### src/rtl/rr_tag_pkg.sv
package rr_tag_pkg;

    // Outcome of the request sampled at the last clock edge
    typedef enum logic [1:0] {
        ST_IDLE  = 2'd0,
        ST_HIT   = 2'd1,
        ST_FILL  = 2'd2,
        ST_EVICT = 2'd3
    } acc_state_e;

endpackage

### src/rtl/rr_addr_split.sv
module rr_addr_split #(
    parameter int ADDR_W = 16,
    parameter int OFF_W  = 4,
    parameter int IDX_W  = 3,
    parameter int TAG_W  = 9,
    parameter int SET_W  = 3
) (
    input  logic [ADDR_W-1:0] addr,
    output logic [SET_W-1:0]  set_sel,
    output logic [TAG_W-1:0]  tag
);

    assign tag = addr[ADDR_W-1 -: TAG_W];

    generate
        if (IDX_W == 0) begin : g_one_set
            assign set_sel = '0;
        end else begin : g_many_sets
            assign set_sel = addr[OFF_W +: IDX_W];
        end
    endgenerate

endmodule

### src/rtl/rr_way_match.sv
module rr_way_match #(
    parameter int WAYS  = 4,
    parameter int TAG_W = 9
) (
    input  logic [WAYS-1:0][TAG_W-1:0] way_tags,
    input  logic [WAYS-1:0]            way_valid,
    input  logic [TAG_W-1:0]           tag,
    output logic                       hit,
    output logic                       full
);

    logic [WAYS-1:0] match;

    generate
        for (genvar w = 0; w < WAYS; w++) begin : g_cmp
            assign match[w] = way_valid[w] && (way_tags[w] == tag);
        end
    endgenerate

    assign hit  = |match;
    assign full = &way_valid;

endmodule

### src/rtl/rr_tag_array.sv
module rr_tag_array #(
    parameter int SETS  = 8,
    parameter int WAYS  = 4,
    parameter int TAG_W = 9,
    parameter int SET_W = 3,
    parameter int WAY_W = 2
) (
    input  logic                       clk,
    input  logic                       rst,
    input  logic [SET_W-1:0]           set_sel,
    output logic [WAYS-1:0][TAG_W-1:0] rd_tags,
    output logic [WAYS-1:0]            rd_valid,
    input  logic                       wr_en,
    input  logic                       wr_evict,
    input  logic [TAG_W-1:0]           wr_tag
);

    localparam logic [WAY_W-1:0] LAST_WAY = WAY_W'(WAYS - 1);

    logic [WAYS-1:0][TAG_W-1:0] tag_mem  [SETS];
    logic [WAYS-1:0]            valid_q  [SETS];
    logic [WAY_W-1:0]           fill_q   [SETS];
    logic [WAY_W-1:0]           vict_q   [SETS];
    logic [WAY_W-1:0]           wr_way;

    function automatic logic [WAY_W-1:0] step_ptr(input logic [WAY_W-1:0] p);
        return (p == LAST_WAY) ? '0 : p + 1'b1;
    endfunction

    assign rd_tags  = tag_mem[set_sel];
    assign rd_valid = valid_q[set_sel];
    assign wr_way   = wr_evict ? vict_q[set_sel] : fill_q[set_sel];

    // Tags carry no reset; a way is only read once its valid bit is set
    always_ff @(posedge clk) begin
        if (wr_en) begin
            tag_mem[set_sel][wr_way] <= wr_tag;
        end
    end

    always_ff @(posedge clk) begin
        if (rst) begin
            for (int s = 0; s < SETS; s++) begin
                valid_q[s] <= '0;
                fill_q[s]  <= '0;
                vict_q[s]  <= '0;
            end
        end else if (wr_en) begin
            valid_q[set_sel][wr_way] <= 1'b1;
            if (wr_evict) begin
                vict_q[set_sel] <= step_ptr(vict_q[set_sel]);
            end else begin
                fill_q[set_sel] <= step_ptr(fill_q[set_sel]);
            end
        end
    end

endmodule

### src/rtl/rr_tag_dir.sv
module rr_tag_dir
    import rr_tag_pkg::*;
#(
    parameter int ADDR_W     = 16,
    parameter int LINE_BYTES = 16,
    parameter int NUM_LINES  = 32,
    parameter int WAYS       = 4,
    parameter int CNT_W      = 16
) (
    input  logic              clk,
    input  logic              rst,
    input  logic              req_valid,
    input  logic [ADDR_W-1:0] req_addr,
    output logic              resp_valid,
    output logic              resp_hit,
    output logic [CNT_W-1:0]  hit_count,
    output logic [CNT_W-1:0]  miss_count
);

    localparam int SETS  = NUM_LINES / WAYS;
    localparam int OFF_W = $clog2(LINE_BYTES);
    localparam int IDX_W = $clog2(SETS);
    localparam int TAG_W = ADDR_W - IDX_W - OFF_W;
    localparam int SET_W = (IDX_W == 0) ? 1 : IDX_W;
    localparam int WAY_W = (WAYS == 1) ? 1 : $clog2(WAYS);

    logic [SET_W-1:0]           set_sel;
    logic [TAG_W-1:0]           req_tag;
    logic [WAYS-1:0][TAG_W-1:0] way_tags;
    logic [WAYS-1:0]            way_valid;
    logic                       any_hit;
    logic                       set_full;
    logic                       install;
    acc_state_e                 st_q;
    acc_state_e                 st_nxt;

    rr_addr_split #(
        .ADDR_W (ADDR_W),
        .OFF_W  (OFF_W),
        .IDX_W  (IDX_W),
        .TAG_W  (TAG_W),
        .SET_W  (SET_W)
    ) u_split (
        .addr    (req_addr),
        .set_sel (set_sel),
        .tag     (req_tag)
    );

    rr_tag_array #(
        .SETS  (SETS),
        .WAYS  (WAYS),
        .TAG_W (TAG_W),
        .SET_W (SET_W),
        .WAY_W (WAY_W)
    ) u_array (
        .clk      (clk),
        .rst      (rst),
        .set_sel  (set_sel),
        .rd_tags  (way_tags),
        .rd_valid (way_valid),
        .wr_en    (install),
        .wr_evict (set_full),
        .wr_tag   (req_tag)
    );

    rr_way_match #(
        .WAYS  (WAYS),
        .TAG_W (TAG_W)
    ) u_match (
        .way_tags  (way_tags),
        .way_valid (way_valid),
        .tag       (req_tag),
        .hit       (any_hit),
        .full      (set_full)
    );

    // Outcome classification of the current request
    always_comb begin
        if (!req_valid) begin
            st_nxt = ST_IDLE;
        end else if (any_hit) begin
            st_nxt = ST_HIT;
        end else if (set_full) begin
            st_nxt = ST_EVICT;
        end else begin
            st_nxt = ST_FILL;
        end
    end

    assign install = (st_nxt == ST_FILL) || (st_nxt == ST_EVICT);

    // State register
    always_ff @(posedge clk) begin
        if (rst) begin
            st_q <= ST_IDLE;
        end else begin
            st_q <= st_nxt;
        end
    end

    // Running totals, updated at the same edge as the state
    always_ff @(posedge clk) begin
        if (rst) begin
            hit_count  <= '0;
            miss_count <= '0;
        end else if (st_nxt == ST_HIT) begin
            hit_count  <= hit_count + 1'b1;
        end else if (install) begin
            miss_count <= miss_count + 1'b1;
        end
    end

    // Output decode
    always_comb begin
        unique case (st_q)
            ST_IDLE:  begin resp_valid = 1'b0; resp_hit = 1'b0; end
            ST_HIT:   begin resp_valid = 1'b1; resp_hit = 1'b1; end
            ST_FILL:  begin resp_valid = 1'b1; resp_hit = 1'b0; end
            ST_EVICT: begin resp_valid = 1'b1; resp_hit = 1'b0; end
            default:  begin resp_valid = 1'b0; resp_hit = 1'b0; end
        endcase
    end

endmodule

### config.mk
export PLATFORM = sky130hd
export DESIGN_NAME = rr_tag_dir
export DESIGN_NICKNAME = d
export VERILOG_FILES = /design/src/rtl/rr_tag_pkg.sv /design/src/rtl/rr_addr_split.sv /design/src/rtl/rr_way_match.sv /design/src/rtl/rr_tag_array.sv /design/src/rtl/rr_tag_dir.sv
export SDC_FILE = /design/constraint.sdc
export NUM_CORES = 1
export LEC_CHECK = 0
export BUFFER_PORTS_ARGS = -buffer_cell sky130_fd_sc_hd__buf_2
export CORE_ASPECT_RATIO = 1.25
export CORE_MARGIN = 1.5
export CORE_UTILIZATION = 62
export CTS_CLUSTER_DIAMETER = 40
export DETAILED_ROUTE_END_ITERATION = 12
export PLACE_DENSITY = 0.76
export SYNTH_ARGS = -nofsm -noshare
export SYNTH_HDL_FRONTEND = slang
export SYNTH_SLANG_ARGS = --single-unit
### constraint.sdc
create_clock -name clk -period 4.1 [get_ports clk]
set_input_delay 0.205 -clock clk [delete_from_list [all_inputs] [get_ports clk]]
set_output_delay 0.205 -clock clk [all_outputs]
set_load 0.01 [all_outputs]
# After elaboration in Yosys (flattened, before gate mapping)
# Memory sizes are Yosys's and may differ from the RTL's.
# Index checks and enable logic that the tools add are counted.
[totals] elab_cells=76 mem_bits_ro=0 in_bits=19 output_inout_bits=34 n_memories=4 ff_bits=34 ramBits=352 latchBits=0
[mem_list] name="u_array.tag_mem" depth=8 word_bits=36 rd=1 rd_clocked_by_memory_dff=0 wr=1 line="rr_tag_array.sv:20" text="logic [WAYS-1:0][TAG_W-1:0] tag_mem [SETS];"
[mem_list] name="u_array.valid_q" depth=8 word_bits=4 rd=1 rd_clocked_by_memory_dff=0 wr=8 line="rr_tag_array.sv:21" text="logic [WAYS-1:0] valid_q [SETS];"
[mem_list] name="u_array.fill_q" depth=8 word_bits=2 rd=1 rd_clocked_by_memory_dff=0 wr=8 line="rr_tag_array.sv:22" text="logic [WAY_W-1:0] fill_q [SETS];"
[mem_list] name="u_array.vict_q" depth=8 word_bits=2 rd=1 rd_clocked_by_memory_dff=0 wr=8 line="rr_tag_array.sv:23" text="logic [WAY_W-1:0] vict_q [SETS];"
[op_classes] mul=0 order_cmp=2 reduce_logical=15 n_shift=0 bitwise_logic=1 div_mod_pow=0 add_sub_neg=4 n_eq_ne=12 mux=35
[op_table] op="== test 9 bit" n=4
[op_table] op="2-to-1 mux 36 bit" n=1
[op_table] op="adder 16 x 1 -> 16 bit, second input constant" n=2
[op_table] op="demux 9 bit (select 2 bit)" n=1
[op_table] op="2-to-1 mux 1 bit" n=16
[op_table] op="2-to-1 mux 2 bit" n=7
[op_table] op="== test 2 bit, second input constant" n=6
[op_table] op="2-to-1 mux 4 bit" n=3
[op_table] op="2-to-1 mux 3 bit" n=3
[op_table] op="2-to-1 mux 9 bit" n=1
[op_table] op="OR reduction 4 bit" n=2
[op_table] op="OR reduction 3 bit" n=2
[op_table] op="logical AND 1 bit" n=5
[op_table] op="adder 2 x 1 -> 2 bit, second input constant" n=2
[op_table] op="== test 2 x 1 -> 1 bit, second input constant" n=2
[op_table] op="one-hot mux 1 bit (2 select lines)" n=2
[op_table] op="AND reduction 4 bit" n=1
[op_table] op="OR reduction 2 bit" n=2
[op_table] op="less-than comparator 2 x 3 -> 1 bit, second input constant" n=1
[op_table] op="demux 1 bit (select 2 bit)" n=1
[op_table] op=">= comparator 2 x 1 -> 1 bit, second input constant" n=1
[op_table] op="zero test 2 bit" n=1
[op_table] op="AND reduction 2 bit" n=1
[op_table] op="logical OR 1 bit" n=1
[op_table] op="NOT 1 bit" n=1

# Longest topological paths before layout
# Gate-level depths: netlist of the first run.
# An unclocked memory read counts as a cell.
[depth] ltp_word=13 ltp_mapped=15 depth_no_buf=9

# Hierarchy
# Synthesis of the first run repeated with hierarchy kept, for this count alone.
[hier_totals] cells_unflattened=1071 area_unflattened_um2=15492.4
[modules_own_cells] mod="rr_tag_array" area_each_um2=13457.9 seq_area_each_um2=10249.8 instances=1 cells_each=836
[modules_own_cells] mod="rr_tag_dir" area_each_um2=1535.2 seq_area_each_um2=680.7 instances=1 cells_each=172
[modules_own_cells] mod="rr_way_match" area_each_um2=409.1 seq_area_each_um2=0.0 instances=1 cells_each=51
[modules_own_cells] mod="rr_addr_split" area_each_um2=90.1 seq_area_each_um2=0.0 instances=1 cells_each=12

# Least setup slack after synthesis of the first run
# OpenSTA, ideal clock, no wires.
[synth_path] kind="input-to-reg" start="in req_addr[5]" end="mem u_array.tag_mem[0][10] in the netlist's numbering, enable pin" stages=13 setup_time_ns=0.374 t_arrival_ns=3.033 t_required_ns=3.726 n_path_buf=5 path_slack_ns=0.693 path_cell_list="buf_6 buf_6 buf_6 mux2_1 a221oi_1 o221ai_1 xnor2_1 a41oi_4 and2_0 clkbuf_1 nand3_2 buf_2 nor2_1"
[synth_between] elab_chain_cells=10 word_cells_on_any_way=28
[synth_lines] item="from (decl)" line="rr_tag_dir.sv:13" text="input logic [ADDR_W-1:0] req_addr,"
[synth_lines] item="memory (8 x 36 bit)"
[synth_lines] item="== test 9 bit" line="rr_way_match.sv:16" text="assign match[w] = way_valid[w] && (way_tags[w] == tag);"
[synth_lines] item="logical AND 1 bit" line="rr_way_match.sv:16"
[synth_lines] item="OR reduction 4 bit" line="rr_way_match.sv:20" text="assign hit = |match;"
[synth_lines] item="2-to-1 mux 2 bit" line="rr_tag_dir.sv:81" text="end else if (any_hit) begin"
[synth_lines] item="2-to-1 mux 2 bit" line="rr_tag_dir.sv:79" text="if (!req_valid) begin"
[synth_lines] item="== test 2 bit" line="rr_tag_dir.sv:90" text="assign install = (st_nxt == ST_FILL) || (st_nxt == ST_EVICT);"
[synth_lines] item="logical OR 1 bit" line="rr_tag_dir.sv:90"
[synth_lines] item="2-to-1 mux 1 bit" line="rr_tag_array.sv:36" text="if (wr_en) begin"
[synth_lines] item="2-to-1 mux 36 bit (not written as such)" line="rr_tag_array.sv:37" text="tag_mem[set_sel][wr_way] <= wr_tag;"
[synth_lines] item="to (decl)" line="rr_tag_array.sv:20"
# Several ways; a longest one is shown, not always the timed one.

# Final worst setup path of the first run
[layout_path] start="mem u_array.valid_q[3][1]" end="mem u_array.tag_mem[0][18] in the netlist's numbering, enable pin"
[layout_between] elab_chain_cells=9 word_cells_on_any_way=18
[layout_lines] item="from (decl)" line="rr_tag_array.sv:21"
[layout_lines] item="memory (8 x 4 bit) (*)"
[layout_lines] item="branches (longest 7 deep; another with less-than comparator 2 x 3 -> 1 bit)"
[layout_lines] item="2-to-1 mux 36 bit (not written as such) (*)" line="rr_tag_array.sv:37"
# Every way passes the cells marked *.

==> results of run 1 <==
## kinds of logic (layout without fill, tap and decap cells)
group | after synthesis | after routing | share of synthesized area, %
simple gates | 230 | 230 | 7.34
xor+xnor | 49 | 49 | 2.64
buf+inv | 102 | 243 | 3.15
compound gates | 149 | 149 | 7.08
flops | 386 | 386 | 67.3
mux | 138 | 138 | 12.3
fa+ha+maj | 2 | 2 | 0.154
## power breakdown
part | switching (mW) | internal (mW) | leakage [nW]
clock | 1.42 | 2.07 | 0.606
combinational | 0.331 | 0.197 | 2.28
sequential | 0.0166 | 4.29 | 3.46
## routing by layer
layer,GRT usage (%),up-vias
met5,0,-
met2,45.7,388
li1,-,4328
met4,10.1,0
met1,36.1,4859
met3,3.50,78
## cells in the final DEF (no fill, tap or decap), drive strengths merged, types with 5 or more instances in the layout
cell type,n
or2,7
nor2,84
mux4,46
a21oi,14
inv,43
mux2,33
clkinv,10
o21bai,9
nand2b,9
nand4,11
clkbuf,47
dfxtp,66
o22ai,41
o221ai,6
and3,8
nor3,23
a2111oi,7
a21o,6
a22oi,7
edfxtp,320
mux2i,59
nor2b,13
nand2,24
buf,136
o21ai,14
xor2,23
or4,5
a221oi,13
xnor2,26
nand3,22
or3,8
## layout make-up
cell class | instances | area (um^2)
Clock buffer | 47 | 1050
Clock inverter | 18 | 206
Fill cell | 1642 | 7340
Inverter | 42 | 158
Multi-Input combinational cell | 568 | 4800
Sequential cell | 386 | 10900
Tap cell | 340 | 425
Timing Repair Buffer | 136 | 943
## cells in the mapped netlist, types with 12 or more instances
master / n / area share (%)
xor2_1: 23 / 1.2
nand2_1: 24 / 0.55
nor2b_1: 13 / 0.50
o21ai_0: 14 / 0.43
mux2i_1: 59 / 3.6
mux2_2: 25 / 1.7
edfxtp_1: 320 / 59
o22ai_1: 41 / 1.6
a21oi_1: 14 / 0.43
dfxtp_1: 66 / 8.1
clkbuf_1: 19 / 0.44
mux4_2: 46 / 6.4
nand3_1: 19 / 0.59
xnor2_1: 26 / 1.4
inv_1: 41 / 0.95
nor2_1: 83 / 1.9
buf_2: 22 / 0.68
a221oi_1: 12 / 0.65
nor3_1: 22 / 0.68
## state kept, by name (all words and copies together), names as in the netlist
register,cells
u_array.valid_q,32
hit_count,16
u_array.vict_q,16
u_array.fill_q,16
u_array.tag_mem,288
miss_count,16
st_q,2
## worst paths after layout
| check | start | endpoint | slack (ns) |
|---|---|---|---|
| max | u_array.valid_q[3][1] | u_array.tag_mem[0][18] | 0.35 |
| min | req_addr[13] | u_array.tag_mem[3][6] | 0.13 |
| max reg2reg | u_array.valid_q[3][1] | u_array.tag_mem[0][18] | 0.35 |
| min reg2reg | u_array.valid_q[7][2] | u_array.valid_q[7][2] | 0.47 |
## critical path, stage by stage, from the launching register on
cell,delay [ns]
dfxtp_1,0.32
mux2_1,0.31
a221o_1,0.30
a222oi_1,0.47
or3_1,0.20
nor4_2,0.06
buf_4,0.15
a41oi_4,0.30
and2_0,0.42
nand3_2,0.42
nor2_1,0.29
buf_4,0.21
## metrics by stage
stage               worst slack, ns  utilization [%]  cells  instance area [um^2]  power (mW)
finish                        0.351             71.6   1537                 18500        8.33
global route                  0.176             71.6   1537                 18500        8.55
CTS                           0.352             71.6   1537                 18500        8.37
detailed placement            0.129             66.8   1472                 17300        4.91
global placement              0.196             66.8   1472                 17300        4.90
floorplan                     0.693                -   1056                 16200        4.72
==> results.json, run 1 <==
{
  "ys_seq_area_share_pct": 67.3,
  "setup_violations": 0,
  "peakVddDrop_v": 0.000375,
  "drt_wl_total_mm": 35.8,
  "syn_area_um2": 16200,
  "cts.sinks": 386,
  "grt_max_degree": 57,
  "netlist_instances": 1056,
  "cp_max_fo": 16,
  "drtAntennaViolNets": 0,
  "tritoncts": "yes",
  "synth-edff-count": 320,
  "clock_latency_ns": 0.53,
  "rows": 66,
  "postCtsHoldBufs": 0,
  "maxCapViolCount": 0,
  "ys_seq_elements": 386,
  "startpoint_type": "flop",
  "wl_met1_mm": 14.4,
  "diodes": 0,
  "async_flop_share_pct": 0,
  "avgSynthCellArea_um2": 15.4,
  "synth_ff_type": "edfxtp_1",
  "vias": 9653,
  "final.setup_skew_ns": 0.0132,
  "fin_crit_ns": 3.75,
  "ys_warn_count": 0,
  "outcome": "complete, no violations",
  "synth.distinct_cells": 67,
  "hpwlAfterDp_mm": 23.0,
  "routed-wl-met3_mm": 2.20,
  "holdWs_ns": 0.128,
  "start_util_pct": 62.8,
  "worst-setup-path-type": "flop to flop",
  "area_growth_pct": 14.0,
  "highest_layer": "met4",
  "drt-pass1-iter-count": 5,
  "power.density_nw_per_um2": 450,
  "maxSlewHeadroom_pct": 35.5,
  "endpoint_kind": "flop",
  "rsz0062_at_grt": "no",
  "antenna_found_initial": 0,
  "place_congestion": 0.856,
  "drc": 0,
  "grt_pass1_vias": 9549,
  "wl_met2_mm": 18.1,
  "cts_setup_buffers": 0,
  "die_w_um": 148,
  "numCtsBuffers": 38,
  "grt_overflow_total": 0,
  "fmax_mhz": 267,
  "tns_ns": 0,
  "wl_per_cell_um": 23.3,
  "cp.arrival_ns": 3.98,
  "finalHoldViolations": 0,
  "grt_usage_pct": 27.0,
  "htreeDepth": 2,
  "fp.dieArea_um2": 27200,
  "clk_pin_slew_ns": 0.06,
  "finalCritPeriodShare_pct": 91.4,
  "synth_nets": 1077,
  "p_leak_nw": 6.34,
  "cts-root-buf": "clkbuf_16",
  "worst_pin_slew_ns": 0.967,
  "cts_resized": 0,
  "fp.coreArea_um2": 25800,
  "die_h_um": 184,
  "finalNetCount": 1193,
  "clockBufferDepth": 3,
  "worstRegToRegCells": 11,
  "critical_path_required_ns": 4.34,
  "min_path_type": "input port to flop",
  "routed_via_density": 6.28,
  "portBuffers": 48,
  "io_pins": 53,
  "drt_first_iter_violations": 1013,
  "slew_viol_final": 0,
  "hold_depth": 1,
  "grt_pass1_wl_mm": 54.7,
  "drive_gt1_share_pct": 24.6
}
Note: power is estimated with default switching activity, not from simulation.
==> inputs of run 2 (changes only) <==
--- a/config.mk
+++ b/config.mk
@@ -8,10 +8,11 @@
 export BUFFER_PORTS_ARGS = -buffer_cell sky130_fd_sc_hd__buf_2
 export CORE_ASPECT_RATIO = 1.25
 export CORE_MARGIN = 1.5
-export CORE_UTILIZATION = 62
+export CORE_UTILIZATION = 64
+export CTS_BUF_LIST = sky130_fd_sc_hd__clkbuf_2 sky130_fd_sc_hd__clkbuf_4 sky130_fd_sc_hd__clkbuf_8
 export CTS_CLUSTER_DIAMETER = 40
 export DETAILED_ROUTE_END_ITERATION = 12
-export PLACE_DENSITY = 0.76
+export PLACE_DENSITY = 0.78
 export SYNTH_ARGS = -nofsm -noshare
 export SYNTH_HDL_FRONTEND = slang
 export SYNTH_SLANG_ARGS = --single-unit
==> results.json, run 2 (synthesis results as in run 1) <==
{
  "outcome": "complete, no violations",
  "holdWs_ns": 0.0377,
  "antenna_found_initial": 0,
  "startpoint_type": "flop",
  "top_regs": "u_array.tag_mem x288, u_array.valid_q x32",
  "numCtsBuffers": 56,
  "mostFrequentLayoutCell": "edfxtp_1",
  "max_stage_delay_ns": 0.57,
  "regMostFlops": "u_array.tag_mem",
  "largest_register_ff_count": 288,
  "cts.sinks": 386,
  "peakVddDrop_v": 0.000336,
  "hpwlAfterDp_mm": 22.8,
  "rr_endpoint": "u_array.tag_mem[3][9]",
  "routed_via_density": 6.18,
  "grt_overflow_total": 0,
  "power_frac_seq_pct": 54.0,
  "die_w_um": 145,
  "crit_chain": "mux2_1 > a221o_1 > a222oi_1 > or3_1 > nor4_2 > a41oi_4 > and2_0 > nand3_2 > nor2_1 > buf_4",
  "slowest_stage": "a222oi_1",
  "htreeDepth": 2,
  "final.setup_skew_ns": 0.0201,
  "drive_gt1_share_pct": 26.9,
  "rows": 65,
  "endpoint_kind": "flop",
  "place_congestion": 0.829,
  "postCtsHoldBufs": 0,
  "setup_violations": 0,
  "cp_max_fo": 16,
  "layout_common_cells": "edfxtp_1 (320), nor2_1 (83), buf_4 (80)",
  "fin_util_pct": 73.4,
  "switching_power_mw": 1.76,
  "post-place-cells": 1460,
  "cts_resized": 0,
  "p_leak_nw": 6.34,
  "clockPowerShare_pct": 39.5,
  "cts_setup_buffers": 0,
  "hold_depth": 1,
  "fin_crit_ns": 3.50,
  "grt_pass1_wl_mm": 55.2,
  "multi_input_area_um2": 4790,
  "io_pins": 53,
  "clockBufferDepth": 3,
  "slew_viol_final": 0,
  "drtAntennaViolNets": 0,
  "final_area_um2": 18400,
  "hp-start": "req_addr[14]",
  "holdPathEnd": "u_array.tag_mem[3][16]",
  "worst_pin_slew_ns": 0.825,
  "p_comb_share_pct": 6.6,
  "clk_pin_slew_ns": 0.06,
  "crit_buf_inv": 1,
  "wl_per_cell_um": 22.9,
  "fp.coreArea_um2": 25000,
  "area_growth_pct": 13.2,
  "pre_cts_ws_ns": 0.240,
  "worst-setup-path-type": "flop to flop",
  "timing.rr.start": "u_array.valid_q[1][1]",
  "seqCellArea_um2": 10900,
  "sw_frac_of_total_pct": 22.1,
  "grt_max_degree": 61,
  "maxCapViolCount": 0,
  "finalCritPeriodShare_pct": 85.3,
  "power.density_nw_per_um2": 434,
  "startpoint": "u_array.valid_q[1][1]",
  "design_power_total_mw": 7.98,
  "setup_ws_ns": 0.603,
  "portBuffers": 48,
  "vias": 9672,
  "cts-root-buf": "clkbuf_8",
  "drt_wl_total_mm": 35.8,
  "finalHoldViolations": 0,
  "fin_cells": 1566,
  "cp_top_family": "compound AO/OA/AOI/OAI gates",
  "grt_usage_pct": 27.7,
  "fillers": 1623,
  "drt-pass1-iter-count": 5,
  "critical_path_required_ns": 4.38,
  "cp.arrival_ns": 3.78,
  "min_path_type": "input port to flop",
  "start_util_pct": 64.8,
  "fp.dieArea_um2": 26300,
  "fmax_mhz": 286,
  "drc": 0,
  "grt_pass1_vias": 9933,
  "dpl_cell_area_um2": 17200,
  "die_h_um": 181,
  "ff2ff_setup_slack_ns": 0.60,
  "tns_ns": 0,
  "worstRegToRegCells": 10,
  "diodes": 0,
  "finalNetCount": 1204,
  "clock_latency_ns": 0.59,
  "drt_first_iter_violations": 816,
  "p_int_mw": 6.22,
  "rsz0062_at_grt": "no",
  "maxSlewHeadroom_pct": 45.0,
  "tritoncts": "yes"
}
## run 2: cell count changes in the layout (fill, tap and decap cells not counted), moves of 2 or more
cell | before | now
clkinv_2 | 4 | 10
buf_4 | 87 | 80
clkbuf_1 | 6 | 0
clkinv_4 | 2 | 0
bufinv_16 | 4 | 1
clkbuf_4 | 0 | 20
clkbuf_8 | 0 | 67
clkbuf_16 | 41 | 0
clkinv_1 | 4 | 6
clkinvlp_4 | 3 | 1
## run 2: layout make-up
type	count	share of cell area, %
Tap cell	335	2.28
Clock inverter	19	0.647
Inverter	42	0.858
Clock buffer	87	5.83
Timing Repair Buffer	129	4.85
Multi-Input combinational cell	568	26.1
Sequential cell	386	59.5
## run 2: how the worst max path moves through the flow
| stage | endpoint | slack (ns) | cells after the start |
|---|---|---|---|
| final | u_array.tag_mem[3][9] | 0.60 | 10 |
| after global routing | hit_count[14] | 0.45 | 10 |
| after CTS | hit_count[14] | 0.59 | 10 |
| after detailed placement | hit_count[14] | 0.24 | 12 |
| after global placement | hit_count[14] | 0.29 | 12 |
| after floorplan | u_array.tag_mem[0][10] | 0.69 | 13 |
## run 2: power by group through the flow
stage	Sequential [mW]	Clock, mW	Combinational, mW
finish	4.31	3.15	0.523
global route	4.31	3.36	0.561
CTS	4.31	3.19	0.523
detailed placement	4.39	0	0.520
global placement	4.39	0	0.510
floorplan	4.39	0	0.332
## run 2: per-layer routing
metal | GRT usage [%] | part of all wire (%) | vias to the layer above
met5 | 0 | 0 | -
met4 | 11.0 | 2.9 | 0
met3 | 4.92 | 6.6 | 76
met2 | 47.2 | 52 | 393
met1 | 35.5 | 39 | 4858
li1 | - | - | 4345
==> inputs of run 3 (changes only) <==
--- a/config.mk
+++ b/config.mk
@@ -8,11 +8,11 @@
 export BUFFER_PORTS_ARGS = -buffer_cell sky130_fd_sc_hd__buf_2
 export CORE_ASPECT_RATIO = 1.25
 export CORE_MARGIN = 1.5
-export CORE_UTILIZATION = 64
+export CORE_UTILIZATION = 47
 export CTS_BUF_LIST = sky130_fd_sc_hd__clkbuf_2 sky130_fd_sc_hd__clkbuf_4 sky130_fd_sc_hd__clkbuf_8
 export CTS_CLUSTER_DIAMETER = 40
 export DETAILED_ROUTE_END_ITERATION = 12
-export PLACE_DENSITY = 0.78
+export PLACE_DENSITY = 0.59
 export SYNTH_ARGS = -nofsm -noshare
 export SYNTH_HDL_FRONTEND = slang
 export SYNTH_SLANG_ARGS = --single-unit
==> results.json, run 3 (synthesis results as in run 1) <==
{
  "outcome": "complete, no violations",
  "endpoint_kind": "flop",
  "cts-root-buf": "clkbuf_8",
  "startpoint_type": "flop",
  "dpl_cell_area_um2": 17500,
  "maxSlewHeadroom_pct": 25.3,
  "maxCapViolCount": 0,
  "io_pins": 53,
  "start_util_pct": 48.1,
  "finalCritPeriodShare_pct": 91.7,
  "wl_per_cell_um": 23.0,
  "drt_first_iter_violations": 638,
  "fp.coreArea_um2": 33800,
  "worst-setup-path-type": "flop to flop",
  "die_w_um": 169,
  "clock_latency_ns": 0.62,
  "fmax_mhz": 266,
  "final_area_um2": 18600,
  "die_h_um": 211,
  "numCtsBuffers": 59,
  "diodes": 0,
  "htreeDepth": 2,
  "fin_crit_ns": 3.76,
  "cp.arrival_ns": 4.00,
  "drive_gt1_share_pct": 26.6,
  "portBuffers": 48,
  "hpwlAfterDp_mm": 24.6,
  "layout_common_cells": "edfxtp_1 (320), buf_4 (90), nor2_1 (83)",
  "power.density_nw_per_um2": 426,
  "min_path_type": "input port to flop",
  "drt_wl_total_mm": 38.3,
  "p_leak_nw": 6.39,
  "largest_register_ff_count": 288,
  "drtAntennaViolNets": 0,
  "vias": 9551,
  "drc": 0,
  "fillers": 2797,
  "peakVddDrop_v": 0.000268,
  "clk_pin_slew_ns": 0.06,
  "rows": 75,
  "slew_viol_final": 0,
  "clockBufferDepth": 3,
  "cp_max_fo": 12,
  "cts.sinks": 386,
  "grt_overflow_total": 0,
  "tritoncts": "yes",
  "antenna_found_initial": 0,
  "mostFrequentLayoutCell": "edfxtp_1",
  "fp.dieArea_um2": 35700,
  "setup_violations": 0,
  "grt_pass1_vias": 9752,
  "place_congestion": 0.800,
  "area_growth_pct": 14.7,
  "finalNetCount": 1224,
  "cts_setup_buffers": 0,
  "grt_usage_pct": 21.9,
  "rsz0062_at_grt": "no",
  "top_regs": "u_array.tag_mem x288, u_array.valid_q x32",
  "tns_ns": 0,
  "drt-pass1-iter-count": 5,
  "regMostFlops": "u_array.tag_mem",
  "grt_max_degree": 41,
  "final.setup_skew_ns": 0.0216,
  "critical_path_required_ns": 4.33,
  "routed_via_density": 5.73,
  "finalHoldViolations": 0,
  "grt_pass1_wl_mm": 57.8,
  "worst_pin_slew_ns": 1.11
}
run 3: cell types whose count changed in the layout (fill, tap and decap cells not counted), moves of 3 or more:
| cell | delta |
|---|---|
| clkinv_1 | +12 |
| buf_4 | +10 |
| clkbuf_4 | -9 |
| buf_12 | +4 |
| clkbuf_8 | -4 |
| dlygate4sd3_1 | +3 |
run 3: final timing paths:
kind	start	endpoint	slack, ns	cells past startpoint
worst min register to register	u_array.valid_q[3][1]	u_array.valid_q[3][1]	0.47	2
worst max-delay path	u_array.valid_q[3][1]	u_array.tag_mem[6][5]	0.34	10
worst max register to register	u_array.valid_q[3][1]	u_array.tag_mem[6][5]	0.34	10
worst min-delay path	req_addr[12]	u_array.tag_mem[0][32]	0.07	1
run 3: worst max-delay path, stage by stage, from the launching register on:
cell	delay [ns]
dfxtp_1	0.31
mux2_1	0.29
a221o_1	0.31
a222oi_1	0.66
or3_1	0.27
buf_4	0.19
nand3b_1	0.09
o21a_1	0.16
or2_1	0.29
buf_4	0.16
nor2_1	0.67
run 3: routing by layer:
metal  GRT usage [%]  vias to the layer above  wire [um]
met5               0                        -          0
met2            37.7                      221      19300
met1            28.7                     4876      16400
met4            7.08                        0        988
met3            3.17                       71       1640
li1                -                     4383          -
run 3: stage by stage:
step / setup slack [ns] / util (%) / power [mW] / hold WS (ns) / cells
2_1_floorplan: 0.693 / - / 4.72 / 0.304 / 1056
3_3_place_gp: 0.0581 / 51.7 / 4.94 / 0.456 / 1562
3_5_place_dp: 0.0787 / 51.7 / 4.94 / 0.464 / 1562
4_1_cts: 0.291 / 55.1 / 8.00 / 0.0368 / 1668
5_1_grt: 0.204 / 55.1 / 8.20 / 0.0620 / 1668
6_report: 0.339 / 55.1 / 7.93 / 0.0738 / 1668
run 3: timing repair:
item,in CTS,in global routing
resized for setup,0,0
hold endpoints to repair,13,0
endpoints found under the setup margin,0,0
hold buffers,3,0
run 3: area by class of cell:
cell class                 count  area [um^2]  share of cell area, %
timing repair buffer         146         1080                   5.78
clock buffer                  74          950                   5.10
sequential                   386        10900                   58.7
clock inverter                29          173                  0.928
multi-input combinational    568         4800                   25.8
tap                          423          529                   2.84
inverter                      42          158                  0.847
run 3: power by group:
group	internal [mW]	total, mW	switching, mW
Sequential	4.29	4.31	0.0151
Combinational	0.211	0.552	0.341
Clock	1.63	3.07	1.44
Total	6.13	7.93	1.79
